$ cat config.mk
export PLATFORM = sky130hd
export DESIGN_NAME = lane_map_unit
export DESIGN_NICKNAME = d
export VERILOG_FILES = /design/src/rtl/lm_pkg.sv /design/src/rtl/lm_cfg_seq.sv /design/src/rtl/lm_tx_dist.sv /design/src/rtl/lm_lane_rx.sv /design/src/rtl/lane_map_unit.sv
export SDC_FILE = /design/constraint.sdc
export NUM_CORES = 1
export LEC_CHECK = 0
export BUFFER_PORTS_ARGS = -buffer_cell sky130_fd_sc_hd__buf_4
export CORE_ASPECT_RATIO = 1.4
export CORE_MARGIN = 1.5
export CORE_UTILIZATION = 50
export DETAILED_ROUTE_END_ITERATION = 10
export PLACE_DENSITY = 0.86
export SETUP_SLACK_MARGIN = 0.15
export SLEW_MARGIN = 30
export SYNTH_ARGS = -nofsm -noshare
export SYNTH_HDL_FRONTEND = slang
export SYNTH_SLANG_ARGS = --single-unit
$ cat constraint.sdc
create_clock -name clk -period 1.8 [get_ports clk]
set_input_delay 0.27 -clock clk [delete_from_list [all_inputs] [get_ports clk]]
set_output_delay 0.27 -clock clk [all_outputs]
set_load 0.1 [all_outputs]
$ cat src/rtl/lm_pkg.sv
package lm_pkg;
  localparam int POS_W = 2;
  localparam int CFG_W = 3 * (POS_W + 1);

  typedef struct packed {
    logic             d2_pol;
    logic [POS_W-1:0] d2_pos;
    logic             d1_pol;
    logic [POS_W-1:0] d1_pos;
    logic             clk_pol;
    logic [POS_W-1:0] clk_pos;
  } lane_cfg_t;

  localparam lane_cfg_t CFG_RESET = 9'h011;

  typedef enum logic [1:0] {SQ_IDLE, SQ_ON1, SQ_OFF, SQ_CLK} seq_t;

  function automatic logic cfg_ok(lane_cfg_t c, int unsigned n_phy);
    logic r;
    r = (c.clk_pos != '0) && (c.d1_pos != '0);
    r = r && (32'(c.clk_pos) <= n_phy) && (32'(c.d1_pos) <= n_phy);
    r = r && (32'(c.d2_pos) <= n_phy);
    r = r && (c.d1_pos != c.clk_pos);
    r = r && ((c.d2_pos == '0) ||
              ((c.d2_pos != c.clk_pos) && (c.d2_pos != c.d1_pos)));
    return r;
  endfunction
endpackage

$ cat src/rtl/lm_cfg_seq.sv
module lm_cfg_seq
  import lm_pkg::*;
#(
  parameter int NUM_PHY = 3
) (
  input  logic      clk,
  input  logic      rst,
  input  logic      cfg_wr,
  input  lane_cfg_t cfg_wdata,
  input  logic      if_en,
  input  logic      lp_clk_en,
  output lane_cfg_t shadow_q,
  output lane_cfg_t active_q,
  output logic      cfg_err
);
  seq_t      st_q;
  seq_t      st_d;
  logic      if_q;
  logic      lp_q;
  logic      if_rise;
  logic      if_fall;
  logic      lp_rise;
  logic      adopt;
  lane_cfg_t shadow_d;

  assign if_rise = if_en & ~if_q;
  assign if_fall = ~if_en & if_q;
  assign lp_rise = lp_clk_en & ~lp_q;
  assign shadow_d = (cfg_wr && !lp_clk_en) ? cfg_wdata : shadow_q;

  always_comb begin
    st_d  = st_q;
    adopt = 1'b0;
    unique case (st_q)
      SQ_IDLE: if (if_rise && !lp_clk_en) st_d = SQ_ON1;
      SQ_ON1: begin
        if (lp_rise)      st_d = SQ_IDLE;
        else if (if_fall) st_d = SQ_OFF;
      end
      SQ_OFF: begin
        if (if_rise)      st_d = lp_clk_en ? SQ_IDLE : SQ_ON1;
        else if (lp_rise) st_d = SQ_CLK;
      end
      SQ_CLK: begin
        if (!lp_clk_en) st_d = SQ_IDLE;
        else if (if_rise) begin
          st_d  = SQ_IDLE;
          adopt = ~cfg_err;
        end
      end
      default: st_d = SQ_IDLE;
    endcase
  end

  always_ff @(posedge clk) begin
    if (rst) begin
      st_q     <= SQ_IDLE;
      if_q     <= 1'b0;
      lp_q     <= 1'b0;
      shadow_q <= CFG_RESET;
      active_q <= CFG_RESET;
      cfg_err  <= 1'b0;
    end else begin
      st_q     <= st_d;
      if_q     <= if_en;
      lp_q     <= lp_clk_en;
      shadow_q <= shadow_d;
      cfg_err  <= ~cfg_ok(shadow_d, NUM_PHY);
      if (adopt) active_q <= shadow_q;
    end
  end
endmodule

$ cat src/rtl/lm_tx_dist.sv
module lm_tx_dist
  import lm_pkg::*;
#(
  parameter int NUM_PHY = 3,
  parameter int BYTE_W  = 8
) (
  input  logic                      clk,
  input  logic                      rst,
  input  logic                      if_en,
  input  logic                      tx_valid,
  input  logic [BYTE_W-1:0]         tx_byte,
  input  logic [POS_W-1:0]          d1_pos,
  input  logic                      d1_pol,
  input  logic [POS_W-1:0]          d2_pos,
  input  logic                      d2_pol,
  output logic [NUM_PHY-1:0]        phy_vld,
  output logic [NUM_PHY*BYTE_W-1:0] phy_data
);
  logic              dual;
  logic              take;
  logic              half_q;
  logic [BYTE_W-1:0] hold_q;
  logic              emit1;
  logic              emit2;
  logic [BYTE_W-1:0] lane1_byte;
  logic [BYTE_W-1:0] lane2_byte;

  assign dual       = (d2_pos != '0);
  assign take       = if_en & tx_valid;
  assign emit1      = take & (~dual | half_q);
  assign emit2      = take & dual & half_q;
  assign lane1_byte = (dual ? hold_q : tx_byte) ^ {BYTE_W{d1_pol}};
  assign lane2_byte = tx_byte ^ {BYTE_W{d2_pol}};

  always_ff @(posedge clk) begin
    if (rst || !if_en || !dual) begin
      half_q <= 1'b0;
    end else if (take) begin
      half_q <= ~half_q;
    end
    if (rst) hold_q <= '0;
    else if (take && dual && !half_q) hold_q <= tx_byte;
  end

  for (genvar g = 0; g < NUM_PHY; g++) begin : g_lane
    logic hit1;
    logic hit2;
    assign hit1 = emit1 && (d1_pos == POS_W'(g + 1));
    assign hit2 = emit2 && (d2_pos == POS_W'(g + 1));
    always_ff @(posedge clk) begin
      if (rst) begin
        phy_vld[g]                     <= 1'b0;
        phy_data[g*BYTE_W +: BYTE_W]   <= '0;
      end else begin
        phy_vld[g] <= hit1 | hit2;
        if (hit1)      phy_data[g*BYTE_W +: BYTE_W] <= lane1_byte;
        else if (hit2) phy_data[g*BYTE_W +: BYTE_W] <= lane2_byte;
        else           phy_data[g*BYTE_W +: BYTE_W] <= '0;
      end
    end
  end
endmodule

$ cat src/rtl/lm_lane_rx.sv
module lm_lane_rx
  import lm_pkg::*;
#(
  parameter int NUM_PHY = 3
) (
  input  logic               clk,
  input  logic               rst,
  input  logic [POS_W-1:0]   clk_pos,
  input  logic               clk_pol,
  input  logic [POS_W-1:0]   d1_pos,
  input  logic               d1_pol,
  input  logic               clk_lane_in,
  input  logic [NUM_PHY-1:0] phy_lp_rx,
  output logic [NUM_PHY-1:0] phy_clk_line,
  output logic               lp_rx
);
  logic rx_pick;

  always_comb begin
    rx_pick = 1'b0;
    for (int i = 0; i < NUM_PHY; i++) begin
      if (d1_pos == POS_W'(i + 1)) rx_pick = phy_lp_rx[i];
    end
  end

  always_ff @(posedge clk) begin
    if (rst) lp_rx <= 1'b0;
    else     lp_rx <= rx_pick ^ d1_pol;
  end

  for (genvar g = 0; g < NUM_PHY; g++) begin : g_clk
    always_ff @(posedge clk) begin
      if (rst) phy_clk_line[g] <= 1'b0;
      else     phy_clk_line[g] <= (clk_pos == POS_W'(g + 1)) & (clk_lane_in ^ clk_pol);
    end
  end
endmodule

$ cat src/rtl/lane_map_unit.sv
module lane_map_unit
  import lm_pkg::*;
#(
  parameter int NUM_PHY = 3,
  parameter int BYTE_W  = 8
) (
  input  logic                      clk,
  input  logic                      rst,
  input  logic                      cfg_wr,
  input  logic [CFG_W-1:0]          cfg_wdata,
  input  logic                      if_en,
  input  logic                      lp_clk_en,
  input  logic                      tx_valid,
  input  logic [BYTE_W-1:0]         tx_byte,
  input  logic                      clk_lane_in,
  input  logic [NUM_PHY-1:0]        phy_lp_rx,
  output logic [CFG_W-1:0]          shadow_q,
  output logic [CFG_W-1:0]          active_q,
  output logic                      cfg_err,
  output logic [NUM_PHY-1:0]        phy_vld,
  output logic [NUM_PHY*BYTE_W-1:0] phy_data,
  output logic [NUM_PHY-1:0]        phy_clk_line,
  output logic                      lp_rx
);
  lane_cfg_t sh_s;
  lane_cfg_t act_s;

  assign shadow_q = sh_s;
  assign active_q = act_s;

  lm_cfg_seq #(.NUM_PHY(NUM_PHY)) u_cfg (
    .clk       (clk),
    .rst       (rst),
    .cfg_wr    (cfg_wr),
    .cfg_wdata (lane_cfg_t'(cfg_wdata)),
    .if_en     (if_en),
    .lp_clk_en (lp_clk_en),
    .shadow_q  (sh_s),
    .active_q  (act_s),
    .cfg_err   (cfg_err)
  );

  lm_tx_dist #(.NUM_PHY(NUM_PHY), .BYTE_W(BYTE_W)) u_tx (
    .clk      (clk),
    .rst      (rst),
    .if_en    (if_en),
    .tx_valid (tx_valid),
    .tx_byte  (tx_byte),
    .d1_pos   (act_s.d1_pos),
    .d1_pol   (act_s.d1_pol),
    .d2_pos   (act_s.d2_pos),
    .d2_pol   (act_s.d2_pol),
    .phy_vld  (phy_vld),
    .phy_data (phy_data)
  );

  lm_lane_rx #(.NUM_PHY(NUM_PHY)) u_rx (
    .clk          (clk),
    .rst          (rst),
    .clk_pos      (act_s.clk_pos),
    .clk_pol      (act_s.clk_pol),
    .d1_pos       (act_s.d1_pos),
    .d1_pol       (act_s.d1_pol),
    .clk_lane_in  (clk_lane_in),
    .phy_lp_rx    (phy_lp_rx),
    .phy_clk_line (phy_clk_line),
    .lp_rx        (lp_rx)
  );
endmodule

; ---- Yosys cells after proc, flatten, opt, wreduce, memory -nomap -nowiden
; Cells that the tools add are included.
[totals]
mem_count = 0
mem_bits_ro = 0
in_bits = 27
out_inout_bits = 50
latchBits = 0
register_bits = 63
mem_bits_rw = 0
word_cells = 122
[op_classes]
mux = 23
bitwise_logic = 25
n_reduce_logical = 27
n_div = 0
eq_ne = 19
shifts = 0
multipliers = 0
add_sub_neg = 0
n_lt_le_gt_ge = 0
[op_table]
columns = cell, n
row1 = $mux W8, 8
row2 = $eq A2 B2 Y1 const B, 8
row3 = $xor A8 B8 Y8, 2
row4 = $logic_and A1 B1 Y1, 14
row5 = $mux W2, 7
row6 = $and A1 B1 Y1, 10
row7 = $eq A2 B1 Y1 const B, 4
row8 = $pmux W2 S4, 1
row9 = $mux W1, 7
row10 = $not A1 Y1, 7
row11 = $ne A2 B2 Y1, 3
row12 = $ne A3 B1 Y1 const B, 2
row13 = $reduce_bool A2 Y1, 3
row14 = $logic_not A1 Y1, 4
row15 = $logic_not A2 Y1, 2
row16 = $or A1 B1 Y1, 4
row17 = $reduce_and A4 Y1, 1
row18 = $logic_or A1 B1 Y1, 3
row19 = $ne A3 B2 Y1 const B, 1
row20 = $ne A2 B1 Y1 const B, 1
row21 = $xor A1 B1 Y1, 2

; ---- Logic depth before layout (Yosys ltp)
; Gate-level depths: netlist (run 1).
[logic_depth]
depth_word = 8
depth_mapped = 6
depth_no_buf = 4

; ---- Cells and area by module
; From an unflattened synthesis (run 1), not the netlist that was laid out.
[hier_totals]
hier_cells = 269
area_unflattened_um2 = 2667.6
[by_module_without_submodules]
columns = mod, instances, cells_each, seq_area_each_um2, area_per_inst_um2
row1 = lm_tx_dist, 1, 141, 720.7, 1511.4
row2 = lm_cfg_seq, 1, 113, 460.4, 982.2
row3 = lm_lane_rx, 1, 15, 80.1, 173.9

; ---- Least setup slack after synthesis (run 1)
; No wires, ideal clock.
[synth_path]
path_kind = reg-to-reg
from = register, netlist name u_cfg.active_q[6]
to = register u_tx.hold_q[0]
n_path_buf = 2
path_slack_ps = -272
synth_period_minus_slack_ps = 2072
arrival_time_ps = 1944
setup_time_ps = 128
stages_incl_launch_ff = 7
required_ps = 1672
path_cell_list = dfxtp_1 > nor2_4 > buf_6 > nor3b_1 > buf_4 > mux2i_1 > nor2_1
[synth_via]
elab_chain_cells = 3
[synth_lines]
columns = element, line_no
row1 = $reduce_bool A2 Y1, lm_tx_dist.sv:28  ; assign dual = (d2_pos != '0);
row2 = $logic_and A1 B1 Y1 (2 in series), lm_tx_dist.sv:42  ; else if (take && dual && !half_q) hold_q <= tx_byte;
row3 = end signal: assignment, lm_tx_dist.sv:42
row4 = end: declaration, lm_tx_dist.sv:22  ; logic [BYTE_W-1:0] hold_q;
; No other way between the ends.
; A chain may end at the register's enable or synchronous reset.

; ---- Worst setup path after layout (run 1)
[layout_path]
from = register, netlist name u_cfg.active_q[6]
to = register u_tx.phy_data[8]
[layout_via]
elab_chain_cells = 6
word_cells_on_any_way = 13
classes_between = eq/ne: 1 / mux: 3 / bitwise: 6 / reduce/logical: 3
[layout_lines]
columns = element, line_no
row1 = $reduce_bool A2 Y1, lm_tx_dist.sv:28
row2 = $and A1 B1 Y1 / $not A1 Y1 (equally long branches), "lm_tx_dist.sv:31, lm_tx_dist.sv:30"
row3 = $and A1 B1 Y1 / $or A1 B1 Y1 (equally long branches), "lm_tx_dist.sv:31, lm_tx_dist.sv:30"
row4 = $logic_and A1 B1 Y1 / $and A1 B1 Y1 (equally long branches), "lm_tx_dist.sv:49, lm_tx_dist.sv:30"
row5 = $mux W8 / $logic_and A1 B1 Y1 (equally long branches), "lm_tx_dist.sv:57, lm_tx_dist.sv:48"
row6 = $mux W8 *, lm_tx_dist.sv:56  ; if (hit1) phy_data[g*BYTE_W +: BYTE_W] <= lane1_byte;
row7 = end signal: indexed assignment, lm_tx_dist.sv:56
row8 = end signal: indexed assignment, lm_tx_dist.sv:57  ; else if (hit2) phy_data[g*BYTE_W +: BYTE_W] <= lane2_byte;
row9 = end: declaration, lm_tx_dist.sv:17  ; output logic [NUM_PHY*BYTE_W-1:0] phy_data
; Mark *: on every way between the ends. The rest lies on a longest branch, timed or not.

==> key figures, run 1 <==
Synthesis
  • Seq/Total Area, Yosys: 45.10%
  • Yosys warning count: 0
  • Predominant post-synthesis flop cell: dfxtp_1
  • Yosys cell types: 52
  • Synth top area cells: dfxtp_1 45%, mux2i_1 8.2%, nor2_1 5.4%
  • Post-synthesis register bit count: 63
  • Ys async rst share: 0%
  • Cell area after synthesis: 2796 um2
  • EDFF count, synth: 0
  • Synth Instances: 291
  • Syn Nets: 318
  • Syn_area_per_cell: 9.610 um2
  • Top cell type's share of synthesized area: 45.10%
  • Yosys top cell by area: dfxtp_1

Min path
  • Worst hold path class: in2reg

Placed design
  • Post-DP HPWL: 4706 um
  • Placed Cells: 424
  • Area post-placement: 3422 um2
  • I/O Buffers: 76
  • Final RePlAce weighted congestion: 0.8414

Worst setup path
  • Crit path DAT: 1.79 ns
  • Cell family with the largest share of critical-path delay: compound AO/OA/AOI/OAI gates
  • WP buf/inv: 1
  • CP Capture Type: flop
  • CP Class: reg2reg
  • CP cell instances: nor2_4 -> buf_12 -> o211a_2 -> nor2_1 -> a211oi_2
  • Slowest CP cell: o211a_2
  • Crit path max fanout: 16
  • Max stage delay on crit path: 0.44 ns
  • Crit start category: flop
  • Crit path required time: 2.05 ns

Global route
  • Initial antenna violation count: 0
  • Total GRT Usage: 22.37%
  • Pin count of the biggest net entering global routing: 40
  • Number of global-route vias before repair: 2256
  • First-pass GRT wire length: 10350 um
  • Grt ovf: 0

Clock network
  • CTS tree: done
  • CTS root buf: clkbuf_8
  • Post-CTS Hold Buffers: 0
  • Bufs on Longest Clock Path: 2
  • Clk sinks: 63
  • Clock-pin slew on the worst setup and hold paths: 0.07 ns
  • Clk Latency, worst-skew pair: 0.34 ns
  • CTS buffer count: 9
  • H-Tree Depth: 3

STA
  • RSZ-0062 raised after global routing: no
  • Min Hold Slack: 0.1740 ns
  • Worst Skew: 0.009862 ns
  • Normalized max-slew margin: 66.15%
  • Final hold violations: 0
  • Fmax: 647.9 MHz
  • Endpoints failing setup: 0
  • Post-layout minimum cycle time: 1.544 ns
  • Tcrit/Tclk final: 85.75%
  • Slew @ Worst Pin: 0.5077 ns
  • Pins Over Slew Limit: 0
  • Setup tns final: 0 ns

Run
  • MaxCap Viol Count: 0

Die
  • Die area: 6057 um2
  • Io pins: 77
  • Die X: 66.21 um
  • Die Y-Extent: 91.49 um
  • Std cell rows: 32
  • Initial Util: 51.36%
  • Core ar.: 5445 um2

Finish
  • Finished Layout Cells: 440
  • Post-Route Utilization: 67.44%
  • Share of cells above drive strength 1: 34.68%
  • Final net count: 394
  • Diode count: 0
  • Area growth, synth to finish: 31.32%
  • Post-route cell area: 3672 um2

Run status
  • Status: finished, final reports clean

Route
  • Vias per cell: 5.489
  • Total number of vias: 2415
  • Router iterations before antenna repair: 4
  • Average routed wire per standard cell: 14.59 um
  • Post-route ant nets: 0
  • Routed WL: 6420 um
  • DRT iter0 DRCs: 164
  • Number of remaining DRC errors: 0

Pwr
  • PD cells: 897.5 nW/um2
  • VDD IR max: 0.0005818 V
  • Leak: 1.612 nW
==> worst min-delay path, stage by stage <==
cell      delay (ns)
buf_4           0.10
nand2_1         0.05
nand3b_1        0.06
==> stage by stage <==
| step | power, mW | worst slack (ns) |
|---|---|---|
| detailed placement | 1.874 | 0.2778 |
| CTS | 3.314 | 0.2232 |
| global route | 3.406 | 0.1888 |
| finish | 3.296 | 0.2564 |
| global placement | 1.864 | 0.3249 |
| floorplan | 1.749 | 0.1539 |
==> kinds of logic after synthesis <==
group | synth area share (%)
simple gates | 16.91
buf+inv | 5.503
xor+xnor | 5.951
flops | 45.10
mux | 8.635
compound gates | 17.90
==> area by class of cell <==
| type | count | area, um2 |
|---|---|---|
| clock buffer | 14 | 183.9 |
| timing repair buffer | 84 | 646.9 |
| multi-input combinational | 201 | 1381 |
| fill | 421 | 1773 |
| clock inverter | 2 | 60.06 |
| sequential | 63 | 1285 |
| inverter | 8 | 30.03 |
| tap | 68 | 85.08 |
==> repair_timing <==
| action | CTS | global route |
|---|---|---|
| endpoints found under the setup margin | 2 | 1 |
| gates cloned | 0 | 0 |
| buffers inserted | 0 | 0 |
| endpoints found under the hold margin | 0 | 0 |
| resized for setup | 2 | 1 |
==> cell usage in the layout, fill, tap and decap left out, types with 3 or more instances in the layout <==
cell / synthesis / final
o211ai_1: 3 / 3
a21oi_1: 14 / 14
a211oi_1: 7 / 7
a211oi_2: 9 / 9
buf_4: 6 / 82
dfxtp_1: 63 / 52
nand2_1: 23 / 23
o21ai_1: 8 / 8
nor2b_1: 3 / 3
clkbuf_8: 0 / 11
a21o_1: 3 / 3
xor2_1: 17 / 17
nor2_1: 40 / 40
dfxtp_2: 0 / 7
dfxtp_4: 0 / 4
inv_1: 8 / 8
nand3_1: 10 / 10
mux2i_1: 23 / 23
a31oi_1: 3 / 3
==> power by group <==
part / switching, mW / internal, mW
logic: 0.286 / 0.120
clock network: 0.509 / 0.941
registers: 0.0231 / 1.42
==> layer usage <==
| layer | track usage [%] | vias to the layer above | wire, um |
|---|---|---|---|
| met5 | 0 | - | 0 |
| met4 | 11.39 | 0 | 183 |
| met3 | 5.204 | 19 | 380 |
| met2 | 39.50 | 111 | 3376 |
| met1 | 24.00 | 1116 | 2480 |
| li1 | - | 1169 | - |
==> path summary, 6_finish.rpt <==
kind	startpoint	to	slack, ns	cells past startpoint
worst max-delay path	u_cfg.active_q[6]$_SDFFE_PP0P_	u_tx.phy_data[8]$_SDFF_PP0_	0.26	5
worst min-delay path	cfg_wdata[4]	u_cfg.shadow_q[4]$_SDFF_PP1_	0.17	3
worst max register to register	u_cfg.active_q[6]$_SDFFE_PP0P_	u_tx.phy_data[8]$_SDFF_PP0_	0.26	5
worst min register to register	u_cfg.active_q[0]$_SDFFE_PP1P_	u_rx.phy_clk_line[1]$_SDFF_PP0_	0.49	1
==> synthesized netlist by cell type (2+ instances only) <==
| master | number |
|---|---|
| xnor2_1 | 2 |
| a21o_1 | 3 |
| dfxtp_1 | 63 |
| a211oi_1 | 7 |
| nor2_1 | 40 |
| xor2_1 | 17 |
| nand4_1 | 2 |
| nor2b_1 | 3 |
| nor4_1 | 2 |
| a31oi_1 | 3 |
| a211oi_2 | 9 |
| nand2b_1 | 2 |
| o21ai_1 | 8 |
| nand3_1 | 10 |
| buf_1 | 2 |
| buf_2 | 6 |
| o211ai_1 | 3 |
| nand3b_1 | 2 |
| mux2i_1 | 23 |
| inv_1 | 8 |
| a21oi_1 | 14 |
| buf_6 | 3 |
| clkbuf_1 | 2 |
| nand2_1 | 23 |
| buf_4 | 6 |
| a2111oi_0 | 2 |
==> sequential cells by signal, summed over array words and instances, names as in the netlist <==
signal	cells
u_tx.phy_data	24
u_cfg.active_q	9
u_cfg.shadow_q	9
u_tx.hold_q	8
u_rx.phy_clk_line	3
u_tx.phy_vld	3
u_cfg.st_q	2
u_cfg.cfg_err	1
u_cfg.if_q	1
u_cfg.lp_q	1
u_rx.lp_rx	1
u_tx.half_q	1
(Power assumes the default switching activity.)
==> inputs of run 2 (changes only) <==
--- a/config.mk
+++ b/config.mk
@@ -5,7 +5,7 @@
 export SDC_FILE = /design/constraint.sdc
 export NUM_CORES = 1
 export LEC_CHECK = 0
-export BUFFER_PORTS_ARGS = -buffer_cell sky130_fd_sc_hd__buf_4
+export BUFFER_PORTS_ARGS = -buffer_cell sky130_fd_sc_hd__buf_2
 export CORE_ASPECT_RATIO = 1.4
 export CORE_MARGIN = 1.5
 export CORE_UTILIZATION = 50
==> run 2 against run 1 <==
Power fell by 11%. Clock power fell by 23%. Combinational power fell by 7.4%. Die area did not move. Register-to-register slack improved by 0.02 ns. Maximum frequency rose by 1.2%. Design area fell by 5.7%. Worst setup slack improved by 0.019 ns. Sequential cell count did not move. First-iteration DRC count fell by 6.7%. Final cell count rose by 0.68%. Critical path type unchanged. Largest cell class unchanged. Largest power group is now registers.
==> key figures, run 2 (same netlist as run 1, synthesis figures left out) <==
Finish
  • Area growth, synth to finish: 23.80%
  • Diode count: 0
  • Most frequent cells in the layout: 75 x buf_2, 54 x dfxtp_1, 40 x nor2_1
  • Final net count: 397
  • Commonest non-fill, non-tap cell in the layout: buf_2
  • Register bank with the most flops: u_tx.phy_data
  • Top flop regs: u_tx.phy_data (24), u_cfg.active_q (9), u_cfg.shadow_q (9)
  • Largest register FFs: 24
  • Share of cells above drive strength 1: 35.20%

Die
  • Die X: 66.21 um
  • Std cell rows: 32
  • Die Y-Extent: 91.49 um
  • Io pins: 77
  • Initial Util: 51.36%
  • Die area: 6057 um2
  • Core ar.: 5445 um2

Worst setup path
  • Crit path max fanout: 16
  • CP cell instances: nor2_4 -> buf_12 -> o2111a_1 -> buf_6 -> nor2_1 -> a211oi_2
  • WP buf/inv: 2
  • Flop2flop setup slack: 0.27 ns
  • Start point of the critical path: u_cfg.active_q[6]$_SDFFE_PP0P_
  • Slowest CP cell: dfxtp_4
  • Worst Reg2Reg Path Length in Cells: 6
  • Max stage delay on crit path: 0.37 ns
  • CP Class: reg2reg
  • Reg-to-Reg End: u_tx.phy_data[3]$_SDFF_PP0_
  • Crit start category: flop
  • CP Capture Type: flop
  • Crit path DAT: 1.78 ns
  • Crit path to: u_tx.phy_data[3]$_SDFF_PP0_
  • R2R Path Start: u_cfg.active_q[6]$_SDFFE_PP0P_
  • Worst path depth: 6
  • Cell family with the largest share of critical-path delay: compound AO/OA/AOI/OAI gates
  • Crit path required time: 2.06 ns

STA
  • RSZ-0062 raised after global routing: no
  • Pins Over Slew Limit: 0
  • Setup tns final: 0 ns
  • Slew @ Worst Pin: 0.5061 ns
  • Final hold violations: 0
  • Worst Skew: 0.007877 ns
  • Fmax: 655.7 MHz
  • Tcrit/Tclk final: 84.72%
  • Normalized max-slew margin: 66.26%
  • Post-layout minimum cycle time: 1.525 ns
  • Final worst slack: 0.2750 ns
  • Endpoints failing setup: 0

Route
  • DRT iter0 DRCs: 153
  • Post-route ant nets: 0
  • Router iterations before antenna repair: 6
  • Number of remaining DRC errors: 0
  • Routed WL: 5983 um
  • Average routed wire per standard cell: 13.51 um
  • Total number of vias: 2370
  • Vias per cell: 5.350

Clock network
  • Post-CTS Hold Buffers: 0
  • Clk sinks: 63
  • Clk Latency, worst-skew pair: 0.34 ns
  • Clock-pin slew on the worst setup and hold paths: 0.07 ns
  • CTS buffer count: 9
  • H-Tree Depth: 3
  • Bufs on Longest Clock Path: 2
  • CTS tree: done
  • CTS root buf: clkbuf_8

Global route
  • Number of global-route vias before repair: 2219
  • Total GRT Usage: 21.56%
  • First-pass GRT wire length: 10010 um
  • Pin count of the biggest net entering global routing: 23
  • Grt ovf: 0
  • Initial antenna violation count: 0

Min path
  • Worst hold path class: in2reg

Pwr
  • VDD IR max: 0.0004844 V
  • PD cells: 844.1 nW/um2
  • Leak: 1.575 nW

Run
  • MaxCap Viol Count: 0

Placed design
  • Post-DP HPWL: 4557 um
  • I/O Buffers: 76
  • Setup Slack @ Placement: 0.2833 ns
  • Final RePlAce weighted congestion: 0.8681

Run status
  • Status: finished, final reports clean
run 2: cell types whose count changed in the layout (fill, tap and decap cells not counted), sizes merged:
cell and delta:
clkinv +4, buf +3, clkbuf -3, bufinv -2, clkinvlp +1
run 2: how the worst min path moves through the flow:
| stage | slack, ns | to | from | cells past startpoint |
|---|---|---|---|---|
| 6_report | 0.16 | u_cfg.shadow_q[8]$_SDFFE_PP0N_ | cfg_wdata[8] | 3 |
| 5_1_grt | 0.17 | u_cfg.shadow_q[2]$_SDFFE_PP0N_ | cfg_wdata[2] | 3 |
| 4_1_cts | 0.15 | u_cfg.shadow_q[8]$_SDFFE_PP0N_ | cfg_wdata[8] | 3 |
| 3_5_place_dp | 0.46 | u_cfg.shadow_q[8]$_SDFFE_PP0N_ | u_cfg.shadow_q[8]$_SDFFE_PP0N_ | 2 |
| 3_3_place_gp | 0.47 | u_cfg.shadow_q[8]$_SDFFE_PP0N_ | u_cfg.shadow_q[8]$_SDFFE_PP0N_ | 2 |
| 2_1_floorplan | 0.38 | u_cfg.if_q$_SDFF_PP0_ | rst | 1 |
run 2: tightest hold or removal path: stages:
cell     delay [ns]
buf_2          0.09
nand2_1        0.04
a21oi_1        0.05
run 2: area by class of cell:
class | instances | area [um2]
well taps | 68 | 85.08
flip-flops and latches | 63 | 1282
inverters | 8 | 30.03
repair buffers | 87 | 494.2
multi-input cells | 201 | 1386
fillers | 487 | 1983
clock inverters | 5 | 31.28
clock buffers | 11 | 152.6
run 2: power breakdown:
| group | switching, mW | total (mW) | internal [mW] |
|---|---|---|---|
| registers | 0.0210 | 1.44 | 1.42 |
| logic | 0.284 | 0.377 | 0.0929 |
| clock network | 0.531 | 1.11 | 0.578 |
| total | 0.836 | 2.92 | 2.09 |
run 2: layer usage:
metal  routed length, um  global-route usage, %  vias to the layer above
met1                2337                  22.96                     1102
met5                   0                      0                        -
met3                 369                  7.063                       13
li1                    -                      -                     1177
met4                 115                  10.37                        0
met2                3161                  37.17                       78
run 2: stage by stage:
stage               instances  hold slack (ns)  util [%]  area (um2)  power (mW)
finish                    443           0.1623     63.58        3462       2.922
global route              443           0.1683     63.58        3462       3.035
CTS                       443           0.1485     63.42        3453       2.945
detailed placement        427           0.4630     60.04        3269       1.843
global placement          427           0.4661     60.04        3269       1.834
floorplan                 291           0.3804         -        2818       1.749
run 2: repair_timing:
action	4_1_cts	5_1_grt
setup endpoints to repair	0	2
gates resized for setup	0	2
buffers inserted	0	0
